==> src/rtl/sr_periph.sv <==
module sr_periph (
  input  logic       clk,
  input  logic       rst_n,
  input  logic [3:0] reg_sel,
  input  logic       rd_en,
  input  logic       wr_en,
  input  logic [7:0] wr_data,
  output logic [7:0] rd_data,
  input  logic       ext_sclk,
  input  logic       ser_in,
  output logic       ser_out,
  input  logic [7:0] pb_in,
  output logic [7:0] pb_out,
  output logic [7:0] pb_dir,
  output logic       irq
);
  localparam logic [3:0] SEL_PB   = 4'd0;
  localparam logic [3:0] SEL_DIR  = 4'd2;
  localparam logic [3:0] SEL_SR   = 4'd10;
  localparam logic [3:0] SEL_MODE = 4'd11;
  localparam logic [3:0] SEL_FLG  = 4'd13;
  localparam logic [3:0] SEL_ENA  = 4'd14;
  localparam logic [2:0] MODE_IN  = 3'b011;
  localparam logic [2:0] MODE_OUT = 3'b111;
  localparam int         FBIT     = 2;
  localparam logic [3:0] NBITS    = 4'd8;

  logic [2:0] sclk_q;
  logic [1:0] din_q;
  logic [7:0] sr_q, mode_q, orb_q, dir_q;
  logic [6:0] ier_q;
  logic       flag_q, so_q;
  logic [3:0] cnt_q;

  logic rise, fall, sr_acc, m_in, m_out, step, done;
  assign rise   = sclk_q[1] & ~sclk_q[2];
  assign fall   = ~sclk_q[1] & sclk_q[2];
  assign sr_acc = (rd_en | wr_en) && reg_sel == SEL_SR;
  assign m_in   = mode_q[4:2] == MODE_IN;
  assign m_out  = mode_q[4:2] == MODE_OUT;
  assign step   = !sr_acc && cnt_q < NBITS && ((m_in && rise) || (m_out && fall));
  assign done   = step && cnt_q == NBITS - 4'd1;

  assign irq     = flag_q & ier_q[FBIT];
  assign ser_out = so_q;
  assign pb_out  = orb_q;
  assign pb_dir  = dir_q;

  always_ff @(posedge clk or negedge rst_n)
    if (!rst_n) begin
      sclk_q <= '0;
      din_q  <= '0;
    end else begin
      sclk_q <= {sclk_q[1:0], ext_sclk};
      din_q  <= {din_q[0], ser_in};
    end

  always_ff @(posedge clk or negedge rst_n)
    if (!rst_n) begin
      orb_q  <= '0;
      dir_q  <= '0;
      mode_q <= '0;
      ier_q  <= '0;
    end else if (wr_en) begin
      case (reg_sel)
        SEL_PB:   orb_q  <= wr_data;
        SEL_DIR:  dir_q  <= wr_data;
        SEL_MODE: mode_q <= wr_data;
        SEL_ENA:  ier_q  <= wr_data[7] ? (ier_q | wr_data[6:0]) : (ier_q & ~wr_data[6:0]);
        default: ;
      endcase
    end

  always_ff @(posedge clk or negedge rst_n)
    if (!rst_n) begin
      sr_q  <= '0;
      cnt_q <= '0;
      so_q  <= 1'b0;
    end else if (sr_acc) begin
      cnt_q <= '0;
      if (wr_en) sr_q <= wr_data;
    end else if (step) begin
      cnt_q <= cnt_q + 4'd1;
      if (m_out) begin
        so_q <= sr_q[7];
        sr_q <= {sr_q[6:0], sr_q[7]};
      end else begin
        sr_q <= {sr_q[6:0], din_q[1]};
      end
    end

  always_ff @(posedge clk or negedge rst_n)
    if (!rst_n) flag_q <= 1'b0;
    else if (sr_acc) flag_q <= 1'b0;
    else if (done) flag_q <= 1'b1;
    else if (wr_en && reg_sel == SEL_FLG && wr_data[FBIT]) flag_q <= 1'b0;

  always_comb begin
    case (reg_sel)
      SEL_PB:   rd_data = (orb_q & dir_q) | (pb_in & ~dir_q);
      SEL_DIR:  rd_data = dir_q;
      SEL_SR:   rd_data = sr_q;
      SEL_MODE: rd_data = mode_q;
      SEL_FLG:  rd_data = {irq, 4'b0000, flag_q, 2'b00};
      SEL_ENA:  rd_data = {1'b0, ier_q};
      default:  rd_data = '0;
    endcase
  end
endmodule

==> config.mk <==
export PLATFORM = sky130hd
export DESIGN_NAME = sr_periph
export DESIGN_NICKNAME = d
export VERILOG_FILES = /design/src/rtl/sr_periph.sv
export SDC_FILE = /design/constraint.sdc
export NUM_CORES = 1
export LEC_CHECK = 0
export BUFFER_PORTS_ARGS = -buffer_cell sky130_fd_sc_hd__buf_2
export CAP_MARGIN = 10
export CORE_MARGIN = 1
export CORE_UTILIZATION = 40
export DETAILED_ROUTE_END_ITERATION = 12
export PLACE_DENSITY_LB_ADDON = 0.08
export SETUP_SLACK_MARGIN = 0.05
export SLEW_MARGIN = 15
export SYNTH_ARGS = -nofsm -noshare
export SYNTH_HDL_FRONTEND = slang
export SYNTH_SLANG_ARGS = --single-unit
export TNS_END_PERCENT = 100
==> constraint.sdc <==
create_clock -name clk -period 2.65 [get_ports clk]
set_input_delay 0.53 -clock clk [delete_from_list [all_inputs] [get_ports clk]]
set_output_delay 0.53 -clock clk [all_outputs]
set_load 0.05 [all_outputs]
==> reports/qor.yml <==
placement:
  dp_cells: 337
  io_buffers: 51
  place.gp.congestion: 0.773
  post-dp-hpwl_um: 4130
pwr:
  pwr-share-comb: 0.322
  p_int_mw: 1.52
  swShare: 0.371
  leakage_nw: 1.41
  power.switching_mw: 0.896
  pwr-share-clk: 0.211
  power.density_nw_per_um2: 807
  power_frac_seq: 0.467
  vdd_drop_max_uv: 390
logic_synthesis:
  syn-instance-count: 213
  yosysWarnings: 0
  syn_area_sq_um: 2530
  synthArstFlopShare: 1.00
  synth_seq_cells: 50
  synth_enable_flop_cells: 0
  synth.avg_cell_area_sq_um: 11.9
  postSynthNetCount: 240
  synth_seq_area_share: 0.495
  synth_cell_type_count: 42
  synth_flop_cell: "dfrtp_1"
outcome:
  status: "finished clean"
cts:
  cts_buffer_depth: 2
  htreeDepth: 2
  cts.clk_slew.worst_paths_ns: 0.09
  clk_latency_ns: 0.29
  cts.sinks: 50
  ctsResizeCount: 0
  cts_setup_buffers: 0
  cts_tree: "done"
  ctsHoldBuffers: 0
  root_buffer: "clkbuf_8"
  cts_made_buffers: 5
grt:
  overflow: 0
  first_global_vias: 1691
  grt_pass1_wl_um: 9260
  grt_usage: 0.193
  antenna_found_initial: 0
  grt_max_degree: 51
setup_path:
  critical_path_required_ns: 2.12
  startpoint_type: "primary input"
  worst-setup-path-type: "primary input to primary output"
  crit_path_max_fanout: 7
  crit_arrival_ns: 1.88
  end_kind: "primary output"
final_layout:
  instances_no_fill: 345
  fin_nets: 296
  drive_above_1_share: 0.333
  area_delta_synth_final_pct: 18.6
  diodes: 0
routing:
  detail-route-antenna-nets: 0
  vias: 1851
  drcViolationCount: 0
  wirelength_um: 5990
  firstDrtPassIters: 4
  vias_per_cell: 5.37
  avgRoutedWirePerCell_um: 17.4
  drtIter0Drc: 86
sta:
  fmax_mhz: 415
  slew_viol_final: 0
  hold_violations: 0
  min_period_ns: 2.41
  tightest_slew_ns: 0.658
  rsz0062_at_grt: "false"
  max_slew_margin: 0.562
  finalCritPeriodShare: 0.910
  finClkSkew_ns: 0.00849
  tns_ns: 0
  setup_viol: 0
die:
  core-area_sq_um: 5990
  fp.dieW_um: 81.5
  ios: 52
  die_h_um: 81.5
  dieArea_sq_um: 6640
  rows: 28
  start_util: 0.422
min_path:
  hold_path.class: "primary input to async pin"
flow_run:
  maxCapViolCount: 0
-- cell usage after synthesis (5+ instances only) --
library cell	instances	area, sq um
buf_2	7	35.0
o21a_1	11	82.6
o221ai_1	5	43.8
mux2_4	8	120
o21ai_0	5	25.0
dfrtp_1	50	1250
a21oi_1	8	40.0
o32a_1	9	90.1
nor2_1	12	45.0
mux2i_1	14	140
nand2_1	17	63.8
mux2_2	9	101
mux2_1	16	180
-- critical path: stages --
cell	delay (ns)
buf_2	0.10
or4_1	0.51
buf_4	0.20
o221ai_1	0.23
buf_2	0.30
-- metal layers --
metal	vias up	wire, um	GRT usage
met1	897	3140	0.297
li1	899	-	-
met2	53	2570	0.277
met3	2	259	0.0389
met4	0	27	0.0429
met5	-	0	0
-- path summary, 6_finish.rpt --
kind                            start         end  slack (ns)  depth (start not counted)
min in group clk             ext_sclk   sclk_q[0]        0.33                          1
max in group asynchronous       rst_n     sr_q[6]        1.85                          2
min reg2reg                  din_q[0]    din_q[1]        0.35                          0
max reg2reg                 mode_q[4]     sr_q[5]        0.89                          5
max                        reg_sel[0]  rd_data[4]        0.24                          5
min                             rst_n    cnt_q[2]        0.33                          2
-- cell usage in the layout (no fill, tap or decap), types with 2 or more instances in the layout --
master and n:
nand2_1 17, nand2b_1 2, inv_1 2, buf_2 51, o21ai_1 3, mux2i_1 14, dfrtp_1 50, buf_4 10
nor2b_1 2, mux2_4 8, clkbuf_8 8, nor3b_1 2, nand3_1 3, nor2_1 12, and3b_1 2, mux2_2 9
and2_1 3, o221ai_1 5, o21a_1 11, mux2_1 16, o32a_1 9, o21ai_0 4, a21oi_1 8
-- logic make-up (layout without fill, tap and decap cells) --
group / Yosys count / after routing / synth area share
muxes: 47 / 47 / 0.214
buffers and inverters: 15 / 72 / 0.0322
adders and majority gates: 1 / 1 / 0.00495
xor gates and xnor gates: 1 / 1 / 0.00347
DFF: 50 / 50 / 0.495
AOI/OAI and AO/OA: 47 / 47 / 0.139
and+or+nand+nor: 52 / 52 / 0.111
-- final cells by class --
type,instances,area (sq um)
fill,577,3000
sequential,50,1250
tap,75,93.8
clock buffer,8,110
multi-input combinational,148,1190
timing repair buffer,61,330
inverter,3,16.3
-- metrics by stage --
step | power (mW) | hold WS, ns | setup WS [ns] | util | area, sq um
after global placement | 1.91 | 0.334 | 0.275 | 0.482 | 2890
after floorplan | 1.70 | 0.234 | 0.0807 | - | 2530
final | 2.42 | 0.327 | 0.239 | 0.500 | 3000
after detailed placement | 1.93 | 0.335 | 0.253 | 0.482 | 2890
after CTS | 2.45 | 0.325 | 0.244 | 0.500 | 3000
after global routing | 2.57 | 0.316 | 0.145 | 0.500 | 3000
-- power groups by stage --
stage               clock [mW]  combinational (mW)  sequential [mW]
floorplan                    0               0.382             1.32
global placement             0               0.775             1.14
detailed placement           0               0.784             1.14
CTS                      0.532               0.787             1.13
global route             0.567               0.842             1.16
finish                   0.509               0.779             1.13
Note: power is estimated with default switching activity, not from simulation.
